--- config.mk ---
export PLATFORM = sky130hd
export DESIGN_NAME = idxp_top
export DESIGN_NICKNAME = d
export VERILOG_FILES = /design/src/rtl/idxp_pkg.sv /design/src/rtl/idxp_pointer.sv /design/src/rtl/idxp_regfile.sv /design/src/rtl/idxp_xfer_count.sv /design/src/rtl/idxp_top.sv
export SDC_FILE = /design/constraint.sdc
export NUM_CORES = 1
export LEC_CHECK = 0
export CORE_MARGIN = 3
export CORE_UTILIZATION = 30
export DETAILED_ROUTE_END_ITERATION = 7
export GPL_ROUTABILITY_DRIVEN = 0
export GPL_TIMING_DRIVEN = 0
export PLACE_DENSITY = 0.52
export SLEW_MARGIN = 20
export SYNTH_ARGS = -nofsm -noshare
export SYNTH_HDL_FRONTEND = slang
export SYNTH_SLANG_ARGS = --single-unit
--- constraint.sdc ---
create_clock -name clk -period 3.1 [get_ports clk]
set_input_delay 0.465 -clock clk [delete_from_list [all_inputs] [get_ports clk]]
set_output_delay 0.465 -clock clk [all_outputs]
set_load 0.01 [all_outputs]
--- src/rtl/idxp_pkg.sv ---
package idxp_pkg;
  localparam int ADDR_W = 5;
  localparam int DATA_W = 8;
  localparam int CNT_W  = 24;
  localparam int DEPTH  = 1 << ADDR_W;

  localparam logic [ADDR_W-1:0] IX_OWN    = 5'h00;
  localparam logic [ADDR_W-1:0] IX_CNT_HI = 5'h12;
  localparam logic [ADDR_W-1:0] IX_CNT_LO = 5'h14;
  localparam logic [ADDR_W-1:0] IX_GEN_HI = 5'h16;
  localparam logic [ADDR_W-1:0] IX_STAT   = 5'h17;
  localparam logic [ADDR_W-1:0] IX_CMD    = 5'h18;
  localparam logic [ADDR_W-1:0] IX_DATA   = 5'h19;
  localparam logic [ADDR_W-1:0] IX_ZERO_HI = 5'h1A;
  localparam logic [ADDR_W-1:0] IX_AUX    = 5'h1F;

  localparam logic [DATA_W-1:0] AUX_RST = 8'h80;

  function automatic logic [DATA_W-1:0] reset_val(input int idx);
    if (idx == int'(IX_AUX))          return AUX_RST;
    else if (idx > int'(IX_ZERO_HI))  return '1;
    else                              return '0;
  endfunction
endpackage

--- src/rtl/idxp_pointer.sv ---
module idxp_pointer #(
  parameter int AW = 5
) (
  input  logic          clk,
  input  logic          rst,
  input  logic          load,
  input  logic [AW-1:0] load_val,
  input  logic          adv,
  output logic [AW-1:0] ptr
);
  always_ff @(posedge clk) begin
    if (rst)       ptr <= '0;
    else if (load) ptr <= load_val;
    else if (adv)  ptr <= ptr + AW'(1);
  end
endmodule

--- src/rtl/idxp_regfile.sv ---
module idxp_regfile
  import idxp_pkg::*;
#(
  parameter int AW = ADDR_W,
  parameter int DW = DATA_W
) (
  input  logic          clk,
  input  logic          rst,
  input  logic          h_we,
  input  logic [AW-1:0] h_addr,
  input  logic [DW-1:0] h_wdata,
  input  logic          e_we,
  input  logic [AW-1:0] e_addr,
  input  logic [DW-1:0] e_wdata,
  input  logic [AW-1:0] ra_addr,
  output logic [DW-1:0] ra_data,
  input  logic [AW-1:0] rb_addr,
  output logic [DW-1:0] rb_data
);
  localparam int N = 1 << AW;

  logic [N*DW-1:0] flat;

  for (genvar i = 0; i < N; i++) begin : g_ent
    logic [DW-1:0] q;
    logic hit_h, hit_e;
    assign hit_h = h_we && (h_addr == AW'(i));
    assign hit_e = e_we && (e_addr == AW'(i));
    always_ff @(posedge clk) begin
      if (rst)        q <= reset_val(i);
      else if (hit_h) q <= h_wdata;
      else if (hit_e) q <= e_wdata;
    end
    assign flat[i*DW +: DW] = q;
  end

  assign ra_data = flat[ra_addr*DW +: DW];
  assign rb_data = flat[rb_addr*DW +: DW];
endmodule

--- src/rtl/idxp_xfer_count.sv ---
module idxp_xfer_count #(
  parameter int CW = 24,
  parameter int DW = 8
) (
  input  logic                  clk,
  input  logic                  rst,
  input  logic                  lane_we,
  input  logic [$clog2(CW/DW)-1:0] lane_sel,
  input  logic [DW-1:0]         lane_wdata,
  input  logic                  dec,
  input  logic [$clog2(CW/DW)-1:0] rd_lane,
  output logic [DW-1:0]         rd_byte,
  output logic [CW-1:0]         count
);
  localparam int LANES = CW / DW;
  localparam int LW    = $clog2(LANES);

  logic [CW-1:0] base;
  assign base = (dec && !lane_we) ? count - CW'(1) : count;

  for (genvar l = 0; l < LANES; l++) begin : g_lane
    always_ff @(posedge clk) begin
      if (rst)
        count[l*DW +: DW] <= '0;
      else if (lane_we && lane_sel == LW'(l))
        count[l*DW +: DW] <= lane_wdata;
      else
        count[l*DW +: DW] <= base[l*DW +: DW];
    end
  end

  assign rd_byte = count[rd_lane*DW +: DW];
endmodule

--- src/rtl/idxp_top.sv ---
module idxp_top
  import idxp_pkg::*;
#(
  parameter int AW = ADDR_W,
  parameter int DW = DATA_W,
  parameter int CW = CNT_W
) (
  input  logic          clk,
  input  logic          rst,
  input  logic          addr_we,
  input  logic          data_we,
  input  logic          data_re,
  input  logic [DW-1:0] wdata,
  output logic [DW-1:0] rdata,
  input  logic          peek_sel,
  output logic [DW-1:0] peek_data,
  input  logic          ext_we,
  input  logic [AW-1:0] ext_addr,
  input  logic [DW-1:0] ext_wdata,
  input  logic          xfer_dec,
  output logic [2:0]    bus_id,
  output logic          cmd_we,
  output logic [DW-1:0] cmd_byte,
  output logic          data_wr_fwd,
  output logic          data_rd_fwd,
  output logic          status_rd_fwd
);
  localparam int LANES = CW / DW;
  localparam int LW    = $clog2(LANES);

  logic [AW-1:0] ptr_q;
  logic [CW-1:0] cnt_q;
  logic          one_hot, h_aw, h_dw, h_dr;
  logic          at_cmd, at_aux, at_cnt, at_data, at_stat, storable;
  logic          adv, rf_we, cnt_we;
  logic [LW-1:0] lane;
  logic [DW-1:0] rf_a, rf_aux, cnt_byte, ptr_view;

  // decode of host strobes
  assign one_hot = $countones({addr_we, data_we, data_re}) == 1;
  assign h_aw    = addr_we && one_hot;
  assign h_dw    = data_we && one_hot;
  assign h_dr    = data_re && one_hot;

  assign at_cmd  = ptr_q == IX_CMD;
  assign at_aux  = ptr_q == IX_AUX;
  assign at_data = ptr_q == IX_DATA;
  assign at_stat = ptr_q == IX_STAT;
  assign at_cnt  = (ptr_q >= IX_CNT_HI) && (ptr_q <= IX_CNT_LO);
  assign storable = ((ptr_q <= IX_GEN_HI) && !at_cnt) || at_data;

  assign adv    = (h_dw && !at_cmd && !at_aux) || (h_dr && !at_cmd);
  assign rf_we  = h_dw && storable;
  assign cnt_we = h_dw && at_cnt;
  assign lane   = LW'(IX_CNT_LO - ptr_q);

  idxp_pointer #(.AW(AW)) u_ptr (
    .clk     (clk),
    .rst     (rst),
    .load    (h_aw),
    .load_val(wdata[AW-1:0]),
    .adv     (adv),
    .ptr     (ptr_q)
  );

  idxp_regfile #(.AW(AW), .DW(DW)) u_rf (
    .clk    (clk),
    .rst    (rst),
    .h_we   (rf_we),
    .h_addr (ptr_q),
    .h_wdata(wdata),
    .e_we   (ext_we),
    .e_addr (ext_addr),
    .e_wdata(ext_wdata),
    .ra_addr(ptr_q),
    .ra_data(rf_a),
    .rb_addr(IX_AUX),
    .rb_data(rf_aux)
  );

  idxp_xfer_count #(.CW(CW), .DW(DW)) u_cnt (
    .clk       (clk),
    .rst       (rst),
    .lane_we   (cnt_we),
    .lane_sel  (lane),
    .lane_wdata(wdata),
    .dec       (xfer_dec),
    .rd_lane   (lane),
    .rd_byte   (cnt_byte),
    .count     (cnt_q)
  );

  assign ptr_view  = at_cnt ? cnt_byte : rf_a;
  assign rdata     = ptr_view;
  assign peek_data = peek_sel ? ptr_view : rf_aux;

  // registered side outputs
  always_ff @(posedge clk) begin
    if (rst) begin
      bus_id        <= '0;
      cmd_we        <= 1'b0;
      cmd_byte      <= '0;
      data_wr_fwd   <= 1'b0;
      data_rd_fwd   <= 1'b0;
      status_rd_fwd <= 1'b0;
    end else begin
      if (h_dw && ptr_q == IX_OWN) bus_id <= wdata[2:0];
      cmd_we        <= h_dw && at_cmd;
      if (h_dw && at_cmd) cmd_byte <= wdata;
      data_wr_fwd   <= h_dw && at_data;
      data_rd_fwd   <= h_dr && at_data;
      status_rd_fwd <= h_dr && at_stat;
    end
  end
endmodule

# Word-level counts from Yosys, hierarchy flattened
# Index checks and enable logic that the tools add are counted.
# word_totals
regBits	300
# classes
add_sub_neg	5
n_lt_le_gt_ge	3
n_eq_ne	65
n_shift	2
mux	72
n_reduce_logical	128
# op_table
cell	n
8-bit two-way mux	69
256-bit by 9-bit indexed part select with 8-bit output	1
5-bit == test, second input constant	32
1-bit logical AND	83
5-bit by 4-bit == test with 1-bit output, second input constant	16
2-bit nonzero test	36
5-bit by 3-bit == test with 1-bit output, second input constant	8
24-bit two-way mux	1
24-bit by 6-bit indexed part select with 8-bit output	1
24-bit by 1-bit subtractor with 24-bit output, second input constant	1
5-bit by 2-bit == test with 1-bit output, second input constant	4
5-bit by 1-bit == test with 1-bit output, second input constant	2
5-bit less-or-equal comparator, second input constant	2
5-bit zero test	2
5-bit two-way mux	2
5-bit by 1-bit adder with 5-bit output, second input constant	1
5-bit >= comparator, second input constant	1
1-bit zero test	4
2-bit by 1-bit adder with 3-bit output	1
3-bit by 1-bit == test with 1-bit output, second input constant	1
1-bit by 1-bit adder with 2-bit output	1
2-bit by 1-bit == test with 1-bit output, second input constant	1
2-bit == test, second input constant	1
2-bit zero test	1
other kinds (2)	3

# Depth between registers and ports, before layout
# Gate-level depths: netlist of the first run.
# depth
depth_word	9
ltp_mapped	14
depth_no_buf	8

# Modules after synthesis
# From an unflattened synthesis of the first run, not the netlist that was laid out.
# hier_totals
hier_cells	1959
area_unflattened_um2	19129.6
# by_module_without_submodules
mod	instances	cells_per_inst	area_per_inst_um2
idxp_regfile	1	1554	15939.0
idxp_xfer_count	1	227	1726.7
idxp_top	1	150	1207.4
idxp_pointer	1	28	256.5

# Least setup slack after synthesis of the first run
# No wires, ideal clock.
# synth_path
kind	register -> output
start	register u_ptr.ptr[0]
end	output port peek_data[2]
t_arrival_ns	2.746
required_time_ns	2.635
path_slack_ns	-0.111
stages_incl_launch_ff	13
path_buffers	6
path_cell_list	dfxtp_1 -> buf_2 -> buf_4 -> buf_4 -> buf_2 -> inv_1 -> ha_1 -> buf_1 -> clkbuf_1 -> mux2i_1 -> o22ai_1 -> nand3_1 -> o221ai_1
# synth_between
elab_chain_cells	4
elab_cells_between_ends	8
# synth_lines
item	line	text
from (decl)	idxp_pointer.sv:9	output logic [AW-1:0] ptr
from (signal assigned)	idxp_pointer.sv:13	else if (load) ptr <= load_val;
from (signal assigned)	idxp_pointer.sv:14	else if (adv) ptr <= ptr + AW'(1);
1-bit by 2-bit subtractor with 2-bit output, or another cell as far along	idxp_top.sv:55	assign lane = LW'(IX_CNT_LO - ptr_q);
24-bit by 6-bit indexed part select with 8-bit output or 1-bit logical AND (tied branches)	idxp_xfer_count.sv:32, idxp_top.sv:49	
8-bit two-way mux (*)	idxp_top.sv:93	assign ptr_view = at_cnt ? cnt_byte : rf_a;
8-bit two-way mux (*)	idxp_top.sv:95	assign peek_data = peek_sel ? ptr_view : rf_aux;
to (decl)	idxp_top.sv:16	output logic [DW-1:0] peek_data,
# Mark *: on every way between the ends. The rest lies on a longest branch, timed or not.

# Worst setup path after layout of the first run
# layout_path
start	register u_ptr.ptr[3]
end	output port peek_data[5]
# layout_between
elab_chain_cells	4
elab_cells_between_ends	6
# layout_lines
item	line
branches (longest 2 deep; another with 256-bit by 9-bit indexed part select with 8-bit output)	n/a
8-bit two-way mux (*)	idxp_top.sv:93
8-bit two-way mux (*)	idxp_top.sv:95
# Mark *: on every way between the ends.

==> results.yml, run 1 <==
floorplanning:
  rows: 85
  coreArea_mm2: 0.05435
  chipHeight_um: 241.4
  die_w_um: 241.4
  io_pins: 60
  initial_core_util_pct: 30.58
  die-area_mm2: 0.05825
finish:
  finalNonFillerCells: 2818
  final_cell_mix: "dfxtp_1 (298), nand2_1 (214), nor2_1 (214)"
  area_growth_pct: 24.95
  post-route-util_pct: 38.21
  diodes: 0
  fin_nets: 2091
  layout.cells.most_common: "dfxtp_1"
  drive_gt1_share_pct: 18.71
logic_synthesis:
  ys_types: 75
  synth_seq_cells: 300
  synthArstFlopShare_pct: 0
  syn_inst: 1905
  synth_top_area_share_pct: 36.14
  synth_area_mm2: 0.01662
  yosys.area.top_type: "dfxtp_1"
  synth_edf_count: 0
  synth_nets: 1945
  synth_warnings: 0
  synth_area_leaders: "dfxtp_1 (36%), mux2i_1 (10%), mux4_2 (6.8%), a211oi_1 (6.4%), nand2_1 (5.1%)"
  synth_area_per_cell_um2: 8.724
  ys_seq_area_share_pct: 36.14
  ys.flop_type: "dfxtp_1"
routing:
  dr.pass1.iters: 6
  ant_nets: 0
  wire_per_inst_um: 29.28
  wirelength_um: 82520
  drc: 0
  drt-vias-per-instance: 6.236
  vias: 17570
  drt_iter0_drc: 2680
pwr:
  p_leak_nw: 6.792
  p_seq_share_pct: 37.1
  powerDensity_mw_per_mm2: 529.5
  switchingPower_w: 0.003557
  p_total_w: 0.01100
  p_int_w: 0.007438
  clockPowerShare_pct: 40.0
  vdd_drop_max_uv: 310.0
  p_sw_share_pct: 32.35
  p_comb_share_pct: 23.0
outcome:
  violations: "negative setup slack"
  status: "finished with violations"
setup_path:
  slowest_delay_ns: 0.51
  cp_max_fo: 10
  cp.buffers_inverters: 3
  end_kind: "output port"
  reg2reg_setup_slack_ns: 0.08
  cp.required_ns: 2.63
  worstReg2RegEnd: "u_cnt.count[4]"
  reg2regPathDepth: 12
  worstPathCellList: "clkbuf_4, nor2_2, buf_2, a22oi_1, a311o_1, a31oi_4, buf_6"
  reg2reg_from: "u_ptr.ptr[0]"
  critPathArrivalTime_ns: 3.02
  critical_path.top_delay_family: "compound AO/OA/AOI/OAI gates"
  start_kind: "flop"
  slowest_stage: "nor2_2"
  path_class: "flop to output port"
global_route:
  grt_pass1_wl_um: 116500
  grt_usage_pct: 27.58
  grt_overflow_total: 0
  antenna_found_initial: 1
  grt_max_degree: 13
  grt_pass1_vias: 16250
run:
  drv_cap: 0
cts:
  clock-root-buffer: "clkbuf_16"
  clockBufferDepth: 3
  ctsHtreeMaxLevel: 2
  cts_made_buffers: 37
  worstSkewPairLatency_ns: 0.57
  cts_tree: "done"
  clkSlewWorstSetupHoldPaths_ns: 0.06
  cts_hold_buffers: 0
  cts_sinks: 300
sta:
  post-route-period-util_pct: 112.4
  slew_headroom_pct: 13.41
  finClkSkew_ns: 0.01279
  fin_crit_ns: 3.486
  rsz0062_at_grt: "yes"
  finalHoldViolCount: 0
  finalSetupTns_ns: -4.465
  worst_slew_pin_slew_ns: 1.299
  setup_viol: 16
  finalWorstSetupSlack_ns: -0.3858
  drv_slew: 0
  max_clock_freq_mhz: 286.9
place:
  io_buffers: 49
  dpl.hpwl_um: 57450
  dp.cells: 2693
  dp_worst_setup_slack_ns: -2.013
hold_path:
  min_path_type: "input pin to flop"
  hp-start: "xfer_dec"
  whs_path_depth: 4
  hold_end: "u_cnt.count[13]"
## flip-flops by register name, summed over array words and instances (netlist names)
| signal | cells |
|---|---|
| bus_id | 3 |
| cmd_byte | 8 |
| cmd_we | 1 |
| data_rd_fwd | 1 |
| data_wr_fwd | 1 |
| status_rd_fwd | 1 |
| u_cnt.count | 24 |
| u_ptr.ptr | 5 |
| u_rf.g_ent.q | 256 |
## cell families (layout without fill, tap and decap cells)
| group | count (synthesis) | count (layout) | synth area share [%] |
|---|---|---|---|
| xor+xnor | 3 | 3 | 0.1581 |
| buf+inv | 209 | 383 | 5.142 |
| flops | 300 | 300 | 36.14 |
| fa+ha+maj | 11 | 11 | 0.8734 |
| mux | 238 | 238 | 18.27 |
| compound gates | 447 | 447 | 19.97 |
| simple gates | 697 | 697 | 19.45 |
## worst register-to-register path: stages (launching register included)
cell and delay (ns):
dfxtp_4 0.40, buf_12 0.15, buf_16 0.13, buf_12 0.12, clkinvlp_4 0.15, ha_4 0.22
buf_4 0.19, o21ba_2 0.22, o211ai_1 0.30, buf_4 0.18, mux2i_2 0.53, o21ai_0 0.20
a21oi_1 0.16
## Yosys cell counts, drive strengths merged, types with 13 or more instances
library cell,number
a221oi,18
nand3b,13
or2,15
buf,49
clkbuf,146
o21ai,37
a21oi,48
a21o,19
nor2,224
mux4,50
mux2i,166
nand3,106
a311oi,78
a31oi,18
mux2,22
a211oi,142
inv,13
nor3,23
nor2b,20
dfxtp,300
nand2,226
## power by group through the flow
stage / clock network (W) / registers (W) / logic [W]
4_1_cts: 0.00438 / 0.00406 / 0.00230
5_1_grt: 0.00454 / 0.00408 / 0.00258
6_report: 0.00439 / 0.00408 / 0.00252
3_5_place_dp: 0 / 0.00414 / 0.00187
2_1_floorplan: 0 / 0.00410 / 0.00111
3_3_place_gp: 0 / 0.00414 / 0.00185
## metrics by stage
stage,instance area [um^2],hold slack (ns)
after floorplan,16630,0.4321
after global placement,18050,0.4438
after detailed placement,18060,0.4479
after CTS,20340,0.4047
after global routing,20760,0.4494
final,20760,0.4296
## layer usage
layer / global-route usage, % / vias up / routed length (um)
met5: 0 / - / 13
met4: 17.13 / 2 / 6103
met3: 7.423 / 301 / 10250
met2: 39.80 / 1294 / 33680
met1: 36.56 / 8617 / 32470
li1: - / 7360 / -
## what timing repair did
action / CTS / global route
endpoints found under the setup margin: 201 / 116
pin swaps: 32 / 23
gates cloned: 0 / 2
setup buffers: 42 / 21
hold endpoints to repair: 0 / 0
resized for setup: 231 / 68
## area by class of cell
class | instances | area, um^2
clock buffer | 52 | 1032
tap | 739 | 924.6
clock inverter | 15 | 150.1
sequential | 300 | 6013
fill | 5413 | 33580
buffer | 188 | 1059
inverter | 14 | 56.30
multi-input combinational | 1396 | 10450
timing repair buffer | 114 | 1080
## worst max path at each step
stage          depth (start not counted)         start  slack [ns]      endpoint
6_report                               7  u_ptr.ptr[3]       -0.39  peek_data[5]
5_1_grt                                7  u_ptr.ptr[3]       -0.37  peek_data[5]
4_1_cts                               13  u_ptr.ptr[0]       -0.41  peek_data[4]
3_5_place_dp                          13  u_ptr.ptr[0]       -2.01      rdata[2]
3_3_place_gp                          13  u_ptr.ptr[0]       -2.00      rdata[2]
2_1_floorplan                         12  u_ptr.ptr[0]        0.01  peek_data[3]
Note: power is estimated with default switching activity, not from simulation.
==> inputs of run 2 (changes only) <==
- GPL_ROUTABILITY_DRIVEN: 0 -> default
- REMOVE_ABC_BUFFERS: default -> 1
==> results.yml, run 2 (synthesized netlist as in run 1, its figures left out) <==
finish:
  finalNonFillerCells: 2692
  layout.cells.most_common: "dfxtp_1"
  drive_gt1_share_pct: 20.63
  area_growth_pct: 24.61
  largest_reg_flops: 256
  final_cell_mix: "dfxtp_1 (295), nor2_1 (215), nand2_1 (210)"
  top_regs: "u_rf.g_ent.q: 256 flops, u_cnt.count: 24 flops, cmd_byte: 8 flops"
  fin_nets: 1968
  diodes: 0
  top_register: "u_rf.g_ent.q"
  design_area_mm2: 0.02071
setup_path:
  start_kind: "flop"
  end_kind: "output port"
  cp.required_ns: 2.63
  cp_max_fo: 4
  critPathArrivalTime_ns: 2.92
  path_class: "flop to output port"
place:
  dp.cells: 2540
  dpl.hpwl_um: 40760
  gp_congestion: 0.8483
  io_buffers: 59
  placed_area_mm2: 0.01806
floorplanning:
  die_w_um: 241.4
  initial_core_util_pct: 30.58
  io_pins: 60
  coreArea_mm2: 0.05435
  chipHeight_um: 241.4
  rows: 85
  die-area_mm2: 0.05825
sta:
  setup_viol: 15
  worst_slew_pin_slew_ns: 1.016
  rsz0062_at_grt: "yes"
  post-route-period-util_pct: 109.3
  finClkSkew_ns: 0.01289
  finalWorstSetupSlack_ns: -0.2875
  slew_headroom_pct: 32.02
  finalHoldViolCount: 0
  fin_crit_ns: 3.388
  drv_slew: 0
  max_clock_freq_mhz: 295.2
routing:
  wire_per_inst_um: 24.12
  wirelength_um: 64920
  dr.pass1.iters: 5
  drc: 0
  drt-vias-per-instance: 5.873
  drt_iter0_drc: 1506
  ant_nets: 0
  vias: 15810
outcome:
  status: "finished with violations"
  violations: "negative setup slack"
cts:
  ctsHtreeMaxLevel: 2
  cts_hold_buffers: 0
  worstSkewPairLatency_ns: 0.55
  clkSlewWorstSetupHoldPaths_ns: 0.06
  cts_tree: "done"
  clock-root-buffer: "clkbuf_16"
  cts_made_buffers: 36
  cts_sinks: 300
  clockBufferDepth: 3
pwr:
  vdd_drop_max_uv: 307.5
  powerDensity_mw_per_mm2: 523.4
  p_total_w: 0.01084
  p_leak_nw: 6.856
hold_path:
  min_path_type: "input pin to flop"
global_route:
  antenna_found_initial: 3
  gr-usage-met1_pct: 30.21
  grt_busiest_layer: "met2"
  grt_pass1_wl_um: 96740
  grt_pass1_vias: 15150
  grt_use_met3_pct: 4.747
  grt_max_degree: 92
  grt_usage_pct: 21.76
  grt_overflow_total: 0
  met2_usage_pct: 33.10
run:
  drv_cap: 0
[run 2: cell count changes in the layout (fill, tap and decap cells not counted), moves of 6 or more]
cell	change
clkbuf_1	-128
buf_16	+15
buf_12	+14
clkbuf_2	-11
nand2_2	+10
clkdlybuf4s50_1	-8
mux2i_1	+7
o22ai_4	-7
nand2_4	-6
nor2b_1	-6
[run 2: where the power goes]
group	switching [W]	leakage, nW	internal [W]
Clock	0.00176	0.604	0.00269
Sequential	0.000140	2.43	0.00396
Combinational	0.00129	3.82	0.000995
Total	0.00319	6.86	0.00764
[run 2: stage by stage]
step | util [%] | setup WS, ns | setup TNS (ns) | hold WS [ns]
2_1_floorplan | - | -2.827 | -475.04 | 0.4274
3_3_place_gp | 31.89 | -7.143 | -2053.25 | 0.4393
3_5_place_dp | 33.23 | -1.509 | -189.69 | 0.4494
4_1_cts | 37.11 | -0.3018 | -2.668 | 0.2203
5_1_grt | 38.11 | -0.3309 | -3.002 | 0.2455
6_report | 38.11 | -0.2875 | -2.295 | 0.2351
[run 2: what timing repair did]
action | in CTS | in global routing
endpoints found under the setup margin | 189 | 102
setup buffers | 42 | 39
pin swaps | 30 | 27
cloned | 7 | 3
resized for setup | 144 | 50
[run 2: layout make-up]
class | instances | area (um^2)
clock inverter | 12 | 167.7
tap | 739 | 924.6
clock buffer | 51 | 1049
fill | 5362 | 33640
inverter | 14 | 61.31
sequential | 300 | 6025
multi-input combinational | 1398 | 10320
timing repair buffer | 178 | 2162
[run 2: final timing paths]
| check | start | end | slack, ns | cells past startpoint |
|---|---|---|---|---|
| min | ext_wdata[0] | u_rf.g_ent[11].q[0] | 0.24 | 3 |
| min reg2reg | cmd_byte[0] | cmd_byte[0] | 0.45 | 2 |
| max | u_ptr.ptr[0] | peek_data[7] | -0.29 | 10 |
| max reg2reg | u_ptr.ptr[1] | u_rf.g_ent[17].q[7] | 0.10 | 8 |
[run 2: worst max-delay path, cell delays in order, from the launching register on]
cell,delay [ns]
dfxtp_4,0.37
buf_12,0.14
buf_12,0.11
buf_16,0.12
buf_12,0.11
mux4_2,0.54
a22o_1,0.22
a211o_1,0.31
nand3_4,0.14
a31oi_1,0.10
buf_2,0.20
[run 2: routing by layer]
metal	vias to the layer above	share of wire (%)
li1	7136	-
met1	7820	44
met2	733	44
met3	116	8.3
met4	6	3.1
met5	-	0.039
